`src/rtl/pci_irq_router_pkg.sv`:
```
package pci_irq_router_pkg;
  typedef enum logic [1:0] {
    MODE_UNDECIDED = 2'd0,
    MODE_LEGACY    = 2'd1,
    MODE_FIXED     = 2'd2
  } route_mode_e;
endpackage

```
`src/rtl/iline_write_classifier.sv`:
```
module iline_write_classifier
  import pci_irq_router_pkg::*;
#(
  parameter int DATA_W       = 32,
  parameter int BASE_IRQ     = 27,
  parameter int LEGACY_SHIFT = 64,
  parameter int AMBIG_SLOT   = 2
) (
  input  logic [1:0]        slot_mod_i,
  input  logic [DATA_W-1:0] wdata_i,
  output route_mode_e       verdict_o
);
  localparam logic [DATA_W-1:0] BASE_V  = DATA_W'(BASE_IRQ);
  localparam logic [DATA_W-1:0] SHIFT_V = DATA_W'(LEGACY_SHIFT);

  logic [DATA_W-1:0] swz_v;
  assign swz_v = BASE_V + DATA_W'(slot_mod_i);

  always_comb begin
    if (wdata_i == BASE_V)
      verdict_o = (slot_mod_i == 2'(AMBIG_SLOT)) ? MODE_UNDECIDED : MODE_LEGACY;
    else if (wdata_i == swz_v || wdata_i == swz_v + SHIFT_V)
      verdict_o = MODE_LEGACY;
    else
      verdict_o = MODE_FIXED;
  end
endmodule

```
`src/rtl/route_mode_tracker.sv`:
```
module route_mode_tracker
  import pci_irq_router_pkg::*;
#(
  parameter int          DATA_W       = 32,
  parameter logic [7:0]  ILINE_OFFSET = 8'h3C,
  parameter int          BASE_IRQ     = 27,
  parameter int          LEGACY_SHIFT = 64,
  parameter logic [1:0]  INIT_MODE    = 2'd0
) (
  input  logic              clk_i,
  input  logic              rst_ni,
  input  logic              variant_i,
  input  logic              cfg_we_i,
  input  logic [7:0]        reg_off_i,
  input  logic [1:0]        slot_mod_i,
  input  logic [DATA_W-1:0] wdata_i,
  output route_mode_e       mode_o
);
  route_mode_e mode_q, verdict;
  logic        snoop_hit;

  iline_write_classifier #(
    .DATA_W(DATA_W), .BASE_IRQ(BASE_IRQ), .LEGACY_SHIFT(LEGACY_SHIFT), .AMBIG_SLOT(2)
  ) u_cls (
    .slot_mod_i(slot_mod_i), .wdata_i(wdata_i), .verdict_o(verdict)
  );

  assign snoop_hit = cfg_we_i && !variant_i && (reg_off_i == ILINE_OFFSET)
                     && (mode_q == MODE_UNDECIDED);

  always_ff @(posedge clk_i or negedge rst_ni) begin
    if (!rst_ni)        mode_q <= route_mode_e'(INIT_MODE);
    else if (snoop_hit) mode_q <= verdict;
  end

  assign mode_o = mode_q;

  assert_sticky_R2: assert property (@(posedge clk_i) disable iff (!rst_ni)
    (mode_q != MODE_UNDECIDED) |=> (mode_q == $past(mode_q)));

  assert_no_snoop_R3: assert property (@(posedge clk_i) disable iff (!rst_ni)
    (!cfg_we_i || variant_i || reg_off_i != ILINE_OFFSET) |=> $stable(mode_q));

  assert_ambig_slot_R5: assert property (@(posedge clk_i) disable iff (!rst_ni)
    (cfg_we_i && !variant_i && reg_off_i == ILINE_OFFSET && mode_q == MODE_UNDECIDED
     && wdata_i == DATA_W'(BASE_IRQ) && slot_mod_i == 2'd2) |=> (mode_q == MODE_UNDECIDED));

  assert_shifted_R6: assert property (@(posedge clk_i) disable iff (!rst_ni)
    (cfg_we_i && !variant_i && reg_off_i == ILINE_OFFSET && mode_q == MODE_UNDECIDED
     && wdata_i == DATA_W'(BASE_IRQ + LEGACY_SHIFT) + DATA_W'(slot_mod_i))
    |=> (mode_q == MODE_LEGACY));
endmodule

```
`src/rtl/irq_route_matrix.sv`:
```
module irq_route_matrix #(
  parameter int NUM_SLOTS   = 32,
  parameter int NUM_PINS    = 4,
  parameter int BASE_ROTATE = 2,
  parameter int ALT_ROTATE  = 3
) (
  input  logic [NUM_SLOTS*NUM_PINS-1:0] pins_i,
  input  logic                          variant_i,
  input  logic                          legacy_i,
  output logic [NUM_PINS-1:0]           irq_o
);
  localparam int SRC_N = NUM_SLOTS * NUM_PINS;
  localparam int SEL_W = $clog2(NUM_PINS);

  logic [SEL_W-1:0]    rot;
  logic [NUM_PINS-1:0] contrib [SRC_N];

  assign rot = variant_i ? SEL_W'(ALT_ROTATE) : SEL_W'(BASE_ROTATE);

  for (genvar s = 0; s < NUM_SLOTS; s++) begin : g_slot
    for (genvar p = 0; p < NUM_PINS; p++) begin : g_pin
      localparam int K = s * NUM_PINS + p;
      logic [SEL_W-1:0] dest;
      // power-of-two pin count: truncation is the modulo
      assign dest = legacy_i ? SEL_W'(p) : SEL_W'(s + p) + rot;
      assign contrib[K] = pins_i[K] ? (NUM_PINS'(1) << dest) : '0;
    end
  end

  always_comb begin
    irq_o = '0;
    for (int k = 0; k < SRC_N; k++) irq_o |= contrib[k];
  end
endmodule

```
`src/rtl/pci_irq_router.sv`:
```
module pci_irq_router
  import pci_irq_router_pkg::*;
#(
  parameter int          NUM_SLOTS    = 32,
  parameter int          ADDR_W       = 24,
  parameter int          DATA_W       = 32,
  parameter logic [7:0]  ILINE_OFFSET = 8'h3C,
  parameter int          BASE_IRQ     = 27,
  parameter int          LEGACY_SHIFT = 64,
  parameter logic [1:0]  INIT_MODE    = 2'd0
) (
  input  logic                      clk_i,
  input  logic                      rst_ni,
  input  logic                      variant_i,
  input  logic                      cfg_we_i,
  input  logic [ADDR_W-1:0]         cfg_addr_i,
  input  logic [DATA_W-1:0]         cfg_wdata_i,
  output logic                      cfg_we_o,
  output logic [ADDR_W-1:0]         cfg_addr_o,
  output logic [DATA_W-1:0]         cfg_wdata_o,
  input  logic [NUM_SLOTS*4-1:0]    slot_irq_i,
  output logic [3:0]                irq_o,
  output logic [1:0]                mode_o
);
  localparam int DEVFN_LSB = 8;
  localparam int SLOT_LSB  = DEVFN_LSB + 3;

  route_mode_e mode;

  assign cfg_we_o    = cfg_we_i;
  assign cfg_addr_o  = cfg_addr_i;
  assign cfg_wdata_o = cfg_wdata_i;

  route_mode_tracker #(
    .DATA_W(DATA_W), .ILINE_OFFSET(ILINE_OFFSET), .BASE_IRQ(BASE_IRQ),
    .LEGACY_SHIFT(LEGACY_SHIFT), .INIT_MODE(INIT_MODE)
  ) u_mode (
    .clk_i(clk_i), .rst_ni(rst_ni), .variant_i(variant_i), .cfg_we_i(cfg_we_i),
    .reg_off_i(cfg_addr_i[7:0]), .slot_mod_i(cfg_addr_i[SLOT_LSB+1:SLOT_LSB]),
    .wdata_i(cfg_wdata_i), .mode_o(mode)
  );

  irq_route_matrix #(
    .NUM_SLOTS(NUM_SLOTS), .NUM_PINS(4), .BASE_ROTATE(2), .ALT_ROTATE(3)
  ) u_route (
    .pins_i(slot_irq_i), .variant_i(variant_i),
    .legacy_i(mode == MODE_LEGACY), .irq_o(irq_o)
  );

  assign mode_o = mode;

  assert_idle_low_R10: assert property (@(posedge clk_i) disable iff (!rst_ni)
    (slot_irq_i == '0) |-> (irq_o == '0));

  assert_any_high_R10: assert property (@(posedge clk_i) disable iff (!rst_ni)
    (|slot_irq_i) |-> (|irq_o));
endmodule

```
`config.mk`:
```
export PLATFORM = sky130hd
export DESIGN_NAME = pci_irq_router
export DESIGN_NICKNAME = d
export VERILOG_FILES = /design/src/rtl/pci_irq_router_pkg.sv /design/src/rtl/iline_write_classifier.sv /design/src/rtl/route_mode_tracker.sv /design/src/rtl/irq_route_matrix.sv /design/src/rtl/pci_irq_router.sv
export SDC_FILE = /design/constraint.sdc
export NUM_CORES = 1
export LEC_CHECK = 0
export ABC_CLOCK_PERIOD_IN_PS = 2500
export BUFFER_PORTS_ARGS = -buffer_cell sky130_fd_sc_hd__buf_2
export CAP_MARGIN = 20
export CORE_AREA = 3 3 97 99
export CTS_CLUSTER_DIAMETER = 60
export DETAILED_ROUTE_END_ITERATION = 8
export DIE_AREA = 0 0 100 102
export PLACE_DENSITY_LB_ADDON = 0.08
export SLEW_MARGIN = 40
export SYNTH_ARGS = -nofsm -noshare
export SYNTH_HDL_FRONTEND = slang
export SYNTH_SLANG_ARGS = --single-unit
```
`constraint.sdc`:
```
create_clock -name clk_i -period 2.5 [get_ports clk_i]
set_clock_uncertainty 0.05 [all_clocks]
set_input_delay 0.375 -clock clk_i [delete_from_list [all_inputs] [get_ports clk_i]]
set_output_delay 0.375 -clock clk_i [all_outputs]
set_load 0.03 [all_outputs]
```
* Yosys cells after proc, flatten, opt, wreduce, memory -nomap -nowiden
Index checks and enable logic that the tools add are counted.
Word-level totals: bits in registers 2, input bits 188, output and inout port bits 63, logic and storage cells 309
Cells by class: $add $sub $neg 5, eq/ne operators 6, shift operators 16, muxes and demuxes 148, bitwise gates (word level) 127, reductions and logical operators 6
Operators by type and width (number):
- two-way mux 4 bit | 128
- OR 4 bit | 127
- == test 32 bit | 2
- << shifter 1 x 2 -> 4 bit (first input constant) | 16
- two-way mux 2 bit | 18
- adder 32 x 7 -> 32 bit (second input constant) | 1
- == test 32 x 5 -> 1 bit (second input constant) | 1
- == test 8 x 6 -> 1 bit (second input constant) | 1
- adder 5 x 2 -> 6 bit (first input constant) | 1
- adder 2 bit (first input constant) | 2
- logical AND 1 bit | 3
- adder 1 x 2 -> 2 bit (first input constant) | 1
- == test 2 x 1 -> 1 bit (second input constant) | 1
- == test 2 bit (second input constant) | 1
- logical NOT 2 bit | 1
- two-way mux 1 bit | 2
- logical NOT 1 bit | 1
- logical OR 1 bit | 1

* Depth between registers and ports, before layout
word-level depth 132, gate-level depth with buffers 7, mapped depth without buffers 6

* Cells and area by module
From an unflattened synthesis, not the netlist that was laid out.
Second synthesis, totals: cell total of the unflattened synthesis 232, area total of the unflattened synthesis 1544.0 um2
Modules (own cells, without submodules):
- irq_route_matrix | instances 1, cells each 145, area each 825.8 um2, sequential area each 0.0 um2
- pci_irq_router | instances 1, cells each 58, area each 441.7 um2, sequential area each 0.0 um2
- iline_write_classifier | instances 1, cells each 22, area each 162.7 um2, sequential area each 0.0 um2
- route_mode_tracker | instances 1, cells each 7, area each 113.9 um2, sequential area each 50.0 um2

* Least setup slack after synthesis
Ideal clock, no wire load.
path kind register to output, start register u_mode.mode_q[0] (netlist: u_mode.mode_o[0]), end output irq_o[1], arrival 1855 ps, required time 2075 ps, setup slack 220 ps, cell stages (with the launch flop) 7, buffers on the path 1, cells stage by stage dfrtp_1 > nor2b_1 > buf_2 > a21oi_1 > nor4_1 > a21oi_1 > or4_1
Between the ends: word-level cells in the longest chain between the ends 131, elaborated cells between the ends (all ways) 288, classes of those cells eq/ne: 1; shift: 16; mux: 144; bitwise: 127
RTL lines:
- start, declared | line route_mode_tracker.sv:19 | route_mode_e mode_q, verdict;
- start signal, assigned | line route_mode_tracker.sv:32 | if (!rst_ni) mode_q <= route_mode_e'(INIT_MODE);
- start signal, assigned | line route_mode_tracker.sv:33 | else if (snoop_hit) mode_q <= verdict;
- == test 2 x 1 -> 1 bit * | line pci_irq_router.sv:47 | .legacy_i(mode == MODE_LEGACY), .irq_o(irq_o)
- two-way mux 2 bit | line irq_route_matrix.sv:25 | assign dest = legacy_i ? SEL_W'(p) : SEL_W'(s + p) + rot;
- << shifter 1 x 2 -> 4 bit | line irq_route_matrix.sv:26 | assign contrib[K] = pins_i[K] ? (NUM_PINS'(1) << dest) : '0;
- two-way mux 4 bit | line irq_route_matrix.sv:26
- OR 4 bit (126 in series) | line irq_route_matrix.sv:32 | for (int k = 0; k < SRC_N; k++) irq_o |= contrib[k];
- OR 4 bit * | line irq_route_matrix.sv:32
- end, declared | line pci_irq_router.sv:22 | output logic [3:0] irq_o,
Every way passes the cells marked *; elsewhere a longest branch is shown, timed or not.

* Worst setup path after layout
start input slot_irq_i[111], end output irq_o[1]
Between the ends: word-level cells in the longest chain between the ends 18
RTL lines:
- start, declared | line pci_irq_router.sv:21 | input logic [NUM_SLOTS*4-1:0] slot_irq_i,
- two-way mux 4 bit | line irq_route_matrix.sv:26
- OR 4 bit (17 in series) | line irq_route_matrix.sv:32
Every way passes these cells.

==> out/summary.txt <==
Top cell type's share of synthesized area: 0.276
NumNets Final: 604
Syn Nets: 424
Rows: 34
DP HPWL: 8370 um
Clock sink total: 2
Total vias in the final route: 2,557
Final hold vios: 0
Critical Path Source Type: primary input
Ports: 251
Area growth syn-to-layout: 66.9%
Tmin final: 2450 ps
Slew @ Worst Pin: 462 ps
Maximum vdd drop: 153 uV
Initial drt markers: 42
DR WL/cell: 17.5 um
Number of flip-flops in the largest register: 2
Post-synth top cells: 57 x buf_4, 36 x nor4_1, 21 x nor3_1, 16 x nor2_1, 12 x or4_1
Critical Path RT: 2080 ps
Syn avg cell area: 6.63 um2
Distinct cells, synth: 40
Layout cell share with drive strength beyond 1: 0.626
Starting Density: 0.180
H-tree levels: 1
Largest net degree at the start of global routing: 13
Fin util: 0.300
Post-Syn Area: 1550 um2
Initial antenna violation count: 0
Final setup fails: 0
Pre-CTS WS: 22.6 ps
FFs w/ async S/R, synth: 1.00
Final Max Slew Viols: 0
Area leader, netlist: buf_4
Final instance area: 2590 um2
CTS tree: yes
Die Y: 102 um
Max-cap violation count: 0
Status: complete, no violations
DR DRC count: 0
Hold WS: 425 ps
Root buf cell: clkbuf_8
Mapped Cells: 234
Pwr per Cell Area: 208 nW/um2
GRT Util Overall: 0.162
CP Data Arrival Time: 2020 ps
Final setup margin: 53.5 ps
Ant diodes: 0
Clock transition at the registers of the reported paths: 30 ps
RSZ-0062 raised after global routing: true
Yosys reg bits: 2
Vias/cell: 4.92
Sum Neg Setup Slack: 0 ps
Count leader, synth: buf_4
Crit path kind: in -> out
Post-route ant nets: 0
Crit end category: primary output
Final Wtd Congestion: 0.838
PortBufs: 222
Core area: 8640 um2
Main synth FF type: dfrtp_1
Final WL: 9100 um
Hold Path Class: in -> async
CP max FO: 2
DIE WIDTH: 100 um
Static Leak: 0.00123 uW
# fillers: 1,005
CTS Buf Count: 3
Yosys warning total: 0
Final period utilization: 0.979
Synth top area cells: buf_4 28%, nor4_1 15%, nor3_1 6.8%
Gr ovfl total: 0
CTS Buffer Depth: 2
First-pass GRT wire length: 13,000 um
Drt pass-1 iters: 4
Number of synthesized flops with an enable pin: 0
Clk Latency, worst-skew pair: 210 ps
F_max: 409 MHz
Vias in the first global route: 2,611
Die area: 10,200 um2
Sequential share of the synthesized area: 0.0323
Relative slew margins: 0.689
Placed Area: 2450 um2
-- cells in the final DEF (no fill, tap or decap), types with 3 or more instances in the layout --
| master | Yosys | final |
|---|---|---|
| clkbuf_8 | 0 | 3 |
| nand4_1 | 10 | 10 |
| buf_4 | 57 | 14 |
| o21ai_0 | 8 | 8 |
| nor3_1 | 21 | 19 |
| a31oi_1 | 9 | 9 |
| nor4bb_1 | 3 | 3 |
| nor2_1 | 16 | 15 |
| xor2_1 | 3 | 3 |
| nor4_1 | 36 | 34 |
| buf_2 | 4 | 221 |
| or3_1 | 6 | 6 |
| or4_4 | 1 | 3 |
| or4_1 | 12 | 10 |
| a21oi_1 | 5 | 5 |
| nand3_1 | 6 | 6 |
| nand2_1 | 6 | 6 |
-- final timing paths --
| path | startpoint | to | slack, ps | cells past startpoint |
|---|---|---|---|---|
| hold / removal | rst_ni | u_mode.mode_o[0] | 430 | 2 |
| hold reg to reg | u_mode.mode_o[0] | u_mode.mode_o[0] | 490 | 1 |
| min in group clk_i | cfg_addr_i[0] | u_mode.mode_o[1] | 470 | 4 |
| setup / recovery | slot_irq_i[111] | irq_o[1] | 50 | 6 |
| max in group asynchronous | rst_ni | u_mode.mode_o[1] | 1870 | 2 |
| setup reg to reg | u_mode.mode_o[1] | u_mode.mode_o[0] | 1200 | 4 |
-- area by class of cell --
cell class / instances / area (um2) / area share
Tap cell: 108 / 135 / 0.0522
Multi-Input combinational cell: 168 / 1120 / 0.433
Sequential cell: 2 / 52.6 / 0.0203
Timing Repair Buffer: 237 / 1230 / 0.476
Clock buffer: 3 / 41.3 / 0.0159
Inverter: 2 / 7.51 / 0.00290
-- power breakdown --
group | switching (uW) | total, uW | internal [uW]
Sequential | 1.60 | 35.2 | 33.6
Combinational | 213 | 373 | 160
Clock | 27.6 | 130 | 102
-- stage by stage --
| step | total power, uW | std cells |
|---|---|---|
| 5_1_grt | 578 | 520 |
| 3_3_place_gp | 402 | 516 |
| 2_1_floorplan | 261 | 234 |
| 6_report | 538 | 520 |
| 4_1_cts | 539 | 520 |
| 3_5_place_dp | 403 | 516 |
-- critical path, stage by stage --
cell,delay [ps]
buf_2,100
or4_1,560
o31ai_2,190
nand2_1,70
or4_1,550
buf_6,170
-- metal layers --
layer,track usage,part of all wire,up-vias
met5,0,0,-
met4,0.0394,0.019,0
met3,0.0266,0.098,19
met2,0.328,0.54,158
met1,0.172,0.35,1153
li1,-,-,1227
-- cells by family after synthesis --
family | count (synthesis) | synth area share
compound gates | 36 | 0.148
xor+xnor | 3 | 0.0169
fa+ha+maj | 2 | 0.0161
buf+inv | 64 | 0.296
flops | 2 | 0.0323
simple gates | 127 | 0.490
-- what timing repair did --
item / in CTS / in global routing
hold buffers: 1 / 0
hold endpoints to repair: 2 / 0
pin swaps: 0 / 3
buffers inserted: 0 / 1
resized for setup: 3 / 17
endpoints found under the setup margin: 3 / 4
Power figures use the tool's default switching activity.
